**src/rtl/wbs_pkg.sv**
```systemverilog
package wbs_pkg;
  localparam int REG_W  = 32;
  localparam int DIM_W  = 16;
  localparam int ADDR_W = 32;
  localparam int OFS_W  = 5;

  localparam logic [OFS_W-1:0] OFS_BASE  = 5'h00;
  localparam logic [OFS_W-1:0] OFS_PITCH = 5'h04;
  localparam logic [OFS_W-1:0] OFS_DIM   = 5'h08;
  localparam logic [OFS_W-1:0] OFS_CTRL  = 5'h0C;
  localparam logic [OFS_W-1:0] OFS_PROG  = 5'h10;

  localparam int CB_GO    = 0;
  localparam int CB_BUSY  = 1;
  localparam int CB_IE    = 2;
  localparam int CB_ABORT = 14;
  localparam int CB_REGEN = 15;
  localparam int CB_PDN   = 21;

  localparam logic [REG_W-1:0] CTRL_ID    = 32'h5440_0000;
  localparam logic [REG_W-1:0] CTRL_KEEP  = 32'h003F_BFFC;
  localparam logic [REG_W-1:0] BASE_MASK  = 32'hFFFF_FFFC;
  localparam logic [REG_W-1:0] PITCH_MASK = 32'hFFFF_FFF0;

  typedef enum logic [1:0] {ST_IDLE, ST_TAKE, ST_PUT} eng_state_t;
endpackage

```
**src/rtl/wbs_regs.sv**
```systemverilog
module wbs_regs
  import wbs_pkg::*;
(
  input  logic              clk,
  input  logic              rst,
  input  logic              bus_wr,
  input  logic              bus_rd,
  input  logic [OFS_W-1:0]  bus_addr,
  input  logic [REG_W-1:0]  bus_wdata,
  output logic [REG_W-1:0]  bus_rdata,
  input  logic              busy_i,
  input  logic              frame_end_i,
  input  logic [DIM_W-1:0]  progress_i,
  output logic [ADDR_W-1:0] base_o,
  output logic [ADDR_W-1:0] pitch_o,
  output logic [DIM_W-1:0]  width_o,
  output logic [DIM_W-1:0]  height_o,
  output logic              regen_o,
  output logic              go_o,
  output logic              abort_o,
  output logic              irq_o
);
  logic [REG_W-1:0] base_q, pitch_q, dim_q, ctrl_q, rdata_q;
  logic             irq_q;
  logic             ctrl_wr, ie_eff;

  assign ctrl_wr = bus_wr && (bus_addr == OFS_CTRL);
  // abort and power-down in the same write both veto the start
  assign go_o    = ctrl_wr && bus_wdata[CB_GO] && !bus_wdata[CB_ABORT] && !bus_wdata[CB_PDN];
  assign abort_o = ctrl_wr && bus_wdata[CB_ABORT];
  assign ie_eff  = ctrl_wr ? bus_wdata[CB_IE] : ctrl_q[CB_IE];

  always_ff @(posedge clk) begin
    if (rst) begin
      base_q  <= '0;
      pitch_q <= '0;
      dim_q   <= '0;
      ctrl_q  <= '0;
    end else if (bus_wr) begin
      case (bus_addr)
        OFS_BASE:  base_q  <= bus_wdata & BASE_MASK;
        OFS_PITCH: pitch_q <= bus_wdata & PITCH_MASK;
        OFS_DIM:   dim_q   <= bus_wdata;
        OFS_CTRL:  ctrl_q  <= bus_wdata & CTRL_KEEP;
        default: ;
      endcase
    end
  end

  always_ff @(posedge clk) begin
    if (rst)                               irq_q <= 1'b0;
    else if (ctrl_wr && !bus_wdata[CB_IE]) irq_q <= 1'b0;
    else if (frame_end_i && ie_eff)        irq_q <= 1'b1;
  end

  always_ff @(posedge clk) begin
    if (rst) rdata_q <= '0;
    else if (bus_rd) begin
      rdata_q <= '0;
      case (bus_addr)
        OFS_BASE:  rdata_q <= base_q;
        OFS_PITCH: rdata_q <= pitch_q;
        OFS_DIM:   rdata_q <= dim_q;
        OFS_CTRL:  begin
          rdata_q          <= CTRL_ID | ctrl_q;
          rdata_q[CB_BUSY] <= busy_i;
        end
        OFS_PROG:  rdata_q[DIM_W-1:0] <= progress_i;
        default: ;
      endcase
    end
  end

  assign bus_rdata = rdata_q;
  assign base_o    = base_q;
  assign pitch_o   = pitch_q;
  assign width_o   = dim_q[DIM_W-1:0];
  assign height_o  = dim_q[16 +: DIM_W];
  assign regen_o   = ctrl_q[CB_REGEN];
  assign irq_o     = irq_q;

  // a raised interrupt implies the enable bit is held
  a_r8_irq_needs_ie: assert property (@(posedge clk) disable iff (rst)
    irq_q |-> ctrl_q[CB_IE]);
  // a start written together with power-down leaves the engine idle
  a_r10_pdn_blocks: assert property (@(posedge clk) disable iff (rst)
    (ctrl_wr && bus_wdata[CB_GO] && bus_wdata[CB_PDN] && !busy_i) |=> !busy_i);
endmodule

```
**src/rtl/wbs_addr.sv**
```systemverilog
module wbs_addr
  import wbs_pkg::*;
#(
  parameter int PIX_W = 32
) (
  input  logic              clk,
  input  logic              rst,
  input  logic              start_i,
  input  logic              line_done_i,
  input  logic [ADDR_W-1:0] base_i,
  input  logic [ADDR_W-1:0] pitch_i,
  input  logic [DIM_W-1:0]  col_i,
  output logic [ADDR_W-1:0] pix_addr_o
);
  localparam int PIX_BYTES = PIX_W / 8;
  localparam int PIX_SH    = $clog2(PIX_BYTES);

  logic [ADDR_W-1:0] line_q;

  // running line base: one adder instead of a row-by-pitch multiplier
  always_ff @(posedge clk) begin
    if (rst)              line_q <= '0;
    else if (start_i)     line_q <= base_i;
    else if (line_done_i) line_q <= line_q + pitch_i;
  end

  assign pix_addr_o = line_q + (ADDR_W'(col_i) << PIX_SH);
endmodule

```
**src/rtl/wbs_engine.sv**
```systemverilog
module wbs_engine
  import wbs_pkg::*;
#(
  parameter int PIX_W = 32
) (
  input  logic              clk,
  input  logic              rst,
  input  logic              go_i,
  input  logic              abort_i,
  input  logic              regen_i,
  input  logic [DIM_W-1:0]  width_i,
  input  logic [DIM_W-1:0]  height_i,
  input  logic [ADDR_W-1:0] pix_addr_i,
  input  logic              pix_valid,
  input  logic [PIX_W-1:0]  pix_data,
  input  logic              wr_ack,
  output logic              pix_ready,
  output logic              wr_req,
  output logic [ADDR_W-1:0] wr_addr,
  output logic [PIX_W-1:0]  wr_data,
  output logic              frame_req,
  output logic              busy_o,
  output logic              start_o,
  output logic              line_done_o,
  output logic              frame_end_o,
  output logic [DIM_W-1:0]  col_o,
  output logic [DIM_W-1:0]  progress_o
);
  eng_state_t        state_q;
  logic [DIM_W-1:0]  col_q, prog_q;
  logic [ADDR_W-1:0] addr_q;
  logic [PIX_W-1:0]  data_q;
  logic              freq_q;
  logic              busy, start, empty, last_col, last_row, commit, line_done;

  assign busy      = (state_q != ST_IDLE);
  assign start     = go_i && !busy;
  assign empty     = (width_i == '0) || (height_i == '0);
  assign last_col  = (col_q == width_i - DIM_W'(1));
  // committed-line count doubles as the row index
  assign last_row  = (prog_q == height_i - DIM_W'(1));
  assign commit    = (state_q == ST_PUT) && wr_ack && !abort_i;
  assign line_done = commit && last_col;

  always_ff @(posedge clk) begin
    if (rst) begin
      state_q <= ST_IDLE;
      col_q   <= '0;
      prog_q  <= '0;
      addr_q  <= '0;
      data_q  <= '0;
      freq_q  <= 1'b0;
    end else begin
      freq_q <= 1'b0;
      case (state_q)
        ST_IDLE: if (start) begin
          prog_q <= '0;
          col_q  <= '0;
          if (!empty) begin
            state_q <= ST_TAKE;
            freq_q  <= 1'b1;
          end
        end
        ST_TAKE: begin
          if (abort_i) state_q <= ST_IDLE;
          else if (pix_valid) begin
            addr_q  <= pix_addr_i;
            data_q  <= pix_data;
            state_q <= ST_PUT;
          end
        end
        ST_PUT: begin
          if (abort_i) state_q <= ST_IDLE;
          else if (wr_ack) begin
            if (last_col) begin
              col_q  <= '0;
              prog_q <= prog_q + DIM_W'(1);
              if (last_row) begin
                state_q <= ST_IDLE;
                freq_q  <= regen_i;
              end else begin
                state_q <= ST_TAKE;
              end
            end else begin
              col_q   <= col_q + DIM_W'(1);
              state_q <= ST_TAKE;
            end
          end
        end
        default: state_q <= ST_IDLE;
      endcase
    end
  end

  assign pix_ready   = (state_q == ST_TAKE);
  assign wr_req      = (state_q == ST_PUT);
  assign wr_addr     = addr_q;
  assign wr_data     = data_q;
  assign frame_req   = freq_q;
  assign busy_o      = busy;
  assign start_o     = start;
  assign line_done_o = line_done;
  assign frame_end_o = (start && empty) || (busy && abort_i) || (line_done && last_row);
  assign col_o       = col_q;
  assign progress_o  = prog_q;

  // an unanswered request keeps its address and data
  a_r5_req_hold: assert property (@(posedge clk) disable iff (rst)
    (wr_req && !wr_ack && !abort_i) |=> (wr_req && $stable(wr_addr) && $stable(wr_data)));
  // abort empties the engine on the next cycle
  a_r9_abort_stop: assert property (@(posedge clk) disable iff (rst)
    (busy && abort_i) |=> (!busy_o && !wr_req));
  // an empty frame never becomes busy
  a_r12_empty_done: assert property (@(posedge clk) disable iff (rst)
    (start && empty) |=> (!busy_o && !frame_req));
  // a real start makes the engine busy and requests a frame
  a_r4_start_req: assert property (@(posedge clk) disable iff (rst)
    (start && !empty) |=> (busy_o && frame_req));
  // progress stays below the height while a frame runs
  a_r6_prog_bound: assert property (@(posedge clk) disable iff (rst)
    busy |-> (prog_q < height_i));
  // a start during a frame does not clear progress
  a_r11_go_busy: assert property (@(posedge clk) disable iff (rst)
    (go_i && busy && !abort_i) |=> (prog_q >= $past(prog_q)));
endmodule

```
**src/rtl/wb_frame_seq.sv**
```systemverilog
module wb_frame_seq
  import wbs_pkg::*;
#(
  parameter int PIX_W = 32
) (
  input  logic              clk,
  input  logic              rst,
  input  logic              bus_wr,
  input  logic              bus_rd,
  input  logic [4:0]        bus_addr,
  input  logic [31:0]       bus_wdata,
  output logic [31:0]       bus_rdata,
  input  logic              pix_valid,
  input  logic [PIX_W-1:0]  pix_data,
  output logic              pix_ready,
  output logic              wr_req,
  output logic [31:0]       wr_addr,
  output logic [PIX_W-1:0]  wr_data,
  input  logic              wr_ack,
  output logic              frame_req,
  output logic              irq
);
  logic [ADDR_W-1:0] base, pitch, pix_addr;
  logic [DIM_W-1:0]  width, height, col, progress;
  logic              regen, go, abort, busy, start, line_done, frame_end;

  wbs_regs u_regs (
    .clk(clk), .rst(rst),
    .bus_wr(bus_wr), .bus_rd(bus_rd), .bus_addr(bus_addr),
    .bus_wdata(bus_wdata), .bus_rdata(bus_rdata),
    .busy_i(busy), .frame_end_i(frame_end), .progress_i(progress),
    .base_o(base), .pitch_o(pitch), .width_o(width), .height_o(height),
    .regen_o(regen), .go_o(go), .abort_o(abort), .irq_o(irq)
  );

  wbs_addr #(.PIX_W(PIX_W)) u_addr (
    .clk(clk), .rst(rst),
    .start_i(start), .line_done_i(line_done),
    .base_i(base), .pitch_i(pitch), .col_i(col),
    .pix_addr_o(pix_addr)
  );

  wbs_engine #(.PIX_W(PIX_W)) u_engine (
    .clk(clk), .rst(rst),
    .go_i(go), .abort_i(abort), .regen_i(regen),
    .width_i(width), .height_i(height), .pix_addr_i(pix_addr),
    .pix_valid(pix_valid), .pix_data(pix_data), .wr_ack(wr_ack),
    .pix_ready(pix_ready), .wr_req(wr_req), .wr_addr(wr_addr), .wr_data(wr_data),
    .frame_req(frame_req), .busy_o(busy), .start_o(start),
    .line_done_o(line_done), .frame_end_o(frame_end),
    .col_o(col), .progress_o(progress)
  );
endmodule

```
**config.mk**
```make
export PLATFORM = sky130hd
export DESIGN_NAME = wb_frame_seq
export DESIGN_NICKNAME = d
export VERILOG_FILES = /design/src/rtl/wbs_pkg.sv /design/src/rtl/wbs_regs.sv /design/src/rtl/wbs_addr.sv /design/src/rtl/wbs_engine.sv /design/src/rtl/wb_frame_seq.sv
export SDC_FILE = /design/constraint.sdc
export NUM_CORES = 1
export LEC_CHECK = 0
export BUFFER_PORTS_ARGS = -buffer_cell sky130_fd_sc_hd__buf_2
export CORE_MARGIN = 5
export CORE_UTILIZATION = 63
export DETAILED_ROUTE_END_ITERATION = 10
export HOLD_SLACK_MARGIN = 0.05
export PLACE_DENSITY_LB_ADDON = 0.3
export SLEW_MARGIN = 0
export SYNTH_ARGS = -nofsm -noshare
export SYNTH_HDL_FRONTEND = slang
export SYNTH_SLANG_ARGS = --single-unit
```
**constraint.sdc**
```tcl
create_clock -name clk -period 5.6 [get_ports clk]
set_clock_uncertainty 0.2 [all_clocks]
set_input_delay 1.12 -clock clk [delete_from_list [all_inputs] [get_ports clk]]
set_output_delay 1.12 -clock clk [all_outputs]
set_load 0.02 [all_outputs]
```
; Yosys cells after proc, flatten, opt, wreduce, memory -nomap -nowiden
; Cells that the tools add are included.
[word_totals]
regBits = 273
out_inout_bits = 100
wordCells = 103
[classes]
n_addsub = 6
eq_ne = 15
muxes = 30
bitwise = 1
reduce_logical = 38
[op_table]
columns = op, count
row1 = $mux 16, 7
row2 = $pmux 16 s5, 1
row3 = $mux 32, 2
row4 = $pmux 16 s2, 2
row5 = $pmux 16 s4, 1
row6 = $add 16x1->16 const B, 2
row7 = $add 32x18->32, 1
row8 = $add 32x32->32, 1
row9 = $eq 16x16->1, 2
row10 = $logic_not 16->1, 2
row11 = $sub 16x1->16 const B, 2
row12 = $logic_and 1x1->1, 14
row13 = $mux 2, 6
row14 = $eq 5x4->1 const B, 2
row15 = $mux 1, 9
row16 = $reduce_and 2->1, 4
row17 = $reduce_and 4->1, 2
row18 = $ne 2x1->1 const B, 3
row19 = $pmux 2 s3, 1
row20 = $reduce_bool 2->1, 3
row21 = $eq 5x3->1 const B, 1
row22 = $eq 5x5->1 const B, 1
row23 = $logic_not 1->1, 5
row24 = $logic_not 5->1, 1
row25 = other kinds (12), 15

; Logic depth before layout (Yosys ltp)
[logic_depth]
ltp_word = 10
ltp_mapped = 13
ltp_nobuf = 11

; Hierarchy
; From an unflattened synthesis, not the netlist that was laid out.
[hier_totals]
cells_unflattened = 1953
hier_area_um2 = 15775.1
[by_module_without_submodules]
columns = mod, n_inst, cells_each, area_per_inst_um2
row1 = wbs_regs, 1, 721, 6272.3
row2 = wbs_engine, 1, 683, 5303.8
row3 = wbs_addr, 1, 549, 4199.0

; Worst setup path after synthesis
; No wires, ideal clock.
[synth_timing]
path_kind = input -> register
start = input bus_addr[4]
end = register u_engine.col_q[6], in the netlist u_engine.col_o[6]
arrival_time_ns = 3.319
required_time_ns = 5.276
setup_slack_ns = 1.957
stages = 10
n_path_buf = 2
cell_sequence = clkbuf_1 nor4b_1 clkbuf_1 nand4_1 a22oi_1 and3_1 and3_1 nand2_1 xnor2_1 nor2b_1
[synth_via]
elab_chain_cells = 8
elab_cells_between_ends = 10
[synth_lines]
columns = item, line
row1 = from (decl), wb_frame_seq.sv:10  ; input logic [4:0] bus_addr,
row2 = $eq 5x4->1 (*), wbs_regs.sv:27  ; assign ctrl_wr = bus_wr && (bus_addr == OFS_CTRL);
row3 = $logic_and 1x1->1 (*), wbs_regs.sv:27
row4 = $logic_and 1x1->1 (3 in a row), wbs_regs.sv:29  ; assign go_o = ctrl_wr && bus_wdata[CB_GO] && !bus_wdata[CB_ABORT] && !bus_wdata[CB_PDN];
row5 = $logic_and 1x1->1, wbs_engine.sv:37  ; assign start = go_i && !busy;
row6 = $ne 2x1->1 (no line), n/a
row7 = $reduce_and 4->1 (no line) (*), n/a
row8 = to (signal assigned), wbs_engine.sv:85  ; col_q <= col_q + DIM_W'(1);
row9 = to (decl), wbs_engine.sv:30  ; logic [DIM_W-1:0] col_q, prog_q;
; Every way passes the cells marked *; elsewhere a longest branch is shown, timed or not.
; A chain may end at the register's enable or synchronous reset.

; Worst setup path after layout
[layout_timing]
start = register u_regs.dim_q[0]
end = register u_addr.line_q[15]
[layout_via]
elab_chain_cells = 4
[layout_lines]
columns = item, line
row1 = from (decl), wbs_regs.sv:23  ; logic [REG_W-1:0] base_q, pitch_q, dim_q, ctrl_q, rdata_q;
row2 = from (signal assigned), wbs_regs.sv:43  ; OFS_DIM: dim_q <= bus_wdata;
row3 = $sub 16x1->16, wbs_engine.sv:39  ; assign last_col = (col_q == width_i - DIM_W'(1));
row4 = $eq 16x16->1, wbs_engine.sv:39
row5 = $logic_and 1x1->1, wbs_engine.sv:43  ; assign line_done = commit && last_col;
row6 = $reduce_bool 2->1 (no line), n/a
row7 = to (signal assigned), wbs_addr.sv:23  ; else if (start_i) line_q <= base_i;
row8 = to (signal assigned), wbs_addr.sv:24  ; else if (line_done_i) line_q <= line_q + pitch_i;
row9 = to (decl), wbs_addr.sv:18  ; logic [ADDR_W-1:0] line_q;
; No other way between the ends.

==> flow_summary.json <==
{
  "status": "completed",
  "endpoint_kind": "register",
  "synth_top_family_by_area": "simple AND/OR/NAND/NOR gates",
  "startpoint_type": "register",
  "grt_pass1_wl_um": 69400,
  "r2r_end": "u_addr.line_q[15]",
  "routedWlPerCell_um": 19.7,
  "ys_types": 75,
  "synth_compound_area_share_pct": 21.9,
  "synth.yosys.seq_area_share_pct": 38.0,
  "r2r_slack_ps": 1390,
  "via_per_inst": 6.33,
  "synthCells": 1829,
  "grt_use_total_pct": 32.7,
  "multi_input_area_um2": 8190,
  "vias": 14100,
  "cap_violations": 0,
  "synth_seq_cells": 269,
  "drc": 0,
  "r2r_cells": 10,
  "relSlewSlack_pct": 19.8,
  "syn_area_um2": 14200,
  "ys.flop_type": "dfxtp_1",
  "io_buffers": 172,
  "io_pins": 175,
  "synth_edf_count": 0,
  "num-fill-cells": 1695,
  "crit_required_ps": 5810,
  "worstSetupPathType": "reg -> reg",
  "dp_hpwl_um": 31900,
  "first_pass_iters": 8,
  "drtIter0Drc": 1658,
  "crit_path_max_fanout": 30,
  "maxSlewViolCount": 0,
  "synth_area_leaders": "dfxtp_1 (38%), nand2_1 (11%), a21oi_1 (8.9%), ha_1 (4.2%), xor2_1 (3.3%)",
  "synth_mux_area_share_pct": 2.60,
  "finalSetupViolations": 0,
  "clock_latency_ps": 560,
  "synth_common_cells": "nand2_1 (416), dfxtp_1 (269), a21oi_1 (252)",
  "hp-start": "u_engine.wr_addr[4]",
  "rsz0062_at_grt": "no",
  "die_h_um": 160,
  "routabilityCongestion": 0.976,
  "yosysTopAreaCell": "dfxtp_1",
  "synthAdderAreaFrac_pct": 4.43,
  "dieArea_um2": 25600,
  "cts_setup_buffers": 0,
  "ff_latch_area_um2": 5390,
  "worstPathArrival_ps": 4420,
  "drive_gt1_share_pct": 13.5,
  "cts_tree": "built",
  "avgSynthCellArea_um2": 7.75,
  "cts_sinks": 269,
  "drtAntennaViolNets": 0,
  "fin_tns_setup_ps": 0,
  "h-tree-depth": 1,
  "ys.warnings.count": 0,
  "grt_max_degree": 146,
  "num_rows": 54,
  "cellLeakagePower_uw": 0.00632,
  "fin_worst_hold_slack_ps": 247,
  "clockRootBuffer": "clkbuf_16",
  "path_clk_slew_ps": 70,
  "fmax_mhz": 238,
  "cts-resized-gates": 0,
  "cp_slowest_stage_delay_ps": 670,
  "antenna_found_initial": 0,
  "num-nets-final": 2050,
  "post-route-period-util_pct": 75.1,
  "synth.most_common_cell": "nand2_1",
  "power_density_nw_per_um2": 256,
  "cpMaxStageDelayCell": "nand2b_1",
  "synthToLayoutAreaGrowth_pct": 13.1,
  "synthXorXnorAreaFrac_pct": 6.12,
  "synth_top_area_share_pct": 38.0,
  "min_to": "u_engine.wr_addr[4]",
  "clockBufferDepth": 3,
  "tightest_slew_ps": 1200,
  "worst_ir_drop_vdd_v": 0.000271,
  "period_needed_ps": 4210,
  "hold_buffers": 0,
  "die_x_um": 160,
  "cp_cell_sequence": "inv_1, ha_1, nor3b_2, o311ai_0, a32oi_1, and4_1, nand4_2, a21o_1, nand2b_1, o22ai_1",
  "min_path_type": "reg -> reg",
  "num_antenna_cells": 0,
  "first_global_vias": 13000,
  "async_flop_share_pct": 0,
  "numCtsBuffers": 28,
  "grt_overflow": 0,
  "hold_violations": 0,
  "synth_simple_gate_area_share_pct": 22.6,
  "routed_wl_um": 43900,
  "start_util_pct": 64.5,
  "whs_path_depth": 2,
  "coreArea_um2": 22000,
  "r2r_start": "u_regs.dim_q[0]"
}
==> logic make-up (layout without fill, tap and decap cells) <==
family	count (synthesis)	after routing
flip-flops	269	269
AO/OA/AOI/OAI	502	502
XOR/XNOR	99	99
adder cells (fa/ha/maj)	49	49
AND/OR/NAND/NOR	720	720
buffers and inverters	153	271
multiplexers	36	36
other	1	2
==> flip-flops by register name, indices dropped and copies added (netlist names), 2 cells and up <==
register,count
u_engine.state_q,2
u_regs.dim_q,32
u_regs.pitch_o,28
u_engine.wr_data,32
u_addr.line_q,30
u_regs.base_o,30
u_regs.bus_rdata,32
u_engine.wr_addr,30
u_engine.col_o,16
u_regs.ctrl_q,19
u_engine.progress_o,16
==> worst max-delay path: cells and delay by family (launching register included) <==
family	cells	cell delay, ps
flip-flops	1	450
buffers and inverters	1	110
AND/OR/NAND/NOR	4	1750
adder cells (fa/ha/maj)	1	210
AO/OA/AOI/OAI	4	1320
==> power breakdown <==
group / internal, uW / leakage (uW) / switching (uW)
clock network: 1180 / 0.000468 / 804
registers: 1920 / 0.00217 / 11.7
logic: 61.4 / 0.00368 / 126
total: 3160 / 0.00632 / 941
==> layout make-up <==
type	count	area share [%]
clock buffers	39	4.94
inverters	32	0.750
clock inverters	13	1.19
flip-flops and latches	269	33.6
well taps	280	2.19
multi-input cells	1408	51.1
repair buffers	187	6.19
==> placed cells by master, fill, tap and decap left out, types with 14 or more instances in the layout <==
master     instances
nand4_1           21
clkbuf_16         28
xnor2_1           45
a21oi_1          252
a21o_1            19
nand2_1          416
buf_4             14
buf_2            171
nor2_1           120
mux2i_1           30
o22ai_1           18
a22oi_1           44
ha_1              47
nand3_1           24
dfxtp_1          269
a211oi_1          32
a311oi_1          16
inv_1             32
and3_1            16
nor3_1            26
xor2_1            54
o21ai_0           45
==> worst max path at each step <==
stage,startpoint,endpoint,slack [ps],cells after the start
after floorplan,bus_addr[4],u_engine.col_o[6],1960,10
after global placement,bus_addr[4],u_regs.pitch_o[24],1190,7
after detailed placement,bus_addr[4],u_regs.pitch_o[23],1050,7
after CTS,u_regs.dim_q[0],u_addr.line_q[15],1500,10
after global routing,u_regs.dim_q[0],u_addr.line_q[15],1170,10
final,u_regs.dim_q[0],u_addr.line_q[15],1390,10
==> per-layer routing <==
metal	wire [um]	up-vias	share of wire [%]	track usage (%)
met5	0	-	0	0
met4	2220	0	5.1	15.0
met3	3880	156	8.8	4.90
li1	-	6646	-	-
met1	16900	6566	39	41.9
met2	20900	732	48	54.6
==> per-stage QoR <==
step	util [%]	std cells	cell area [um2]	setup WS (ps)	power, uW
3_5_place_dp	68.5	2176	15000	1050	2160
6_report	73.0	2228	16000	1390	4100
4_1_cts	73.0	2228	16000	1500	4100
3_3_place_gp	68.5	2176	15000	1190	2160
2_1_floorplan	-	1830	14200	1960	2090
5_1_grt	73.0	2228	16000	1170	4210
Power figures use the tool's default switching activity.
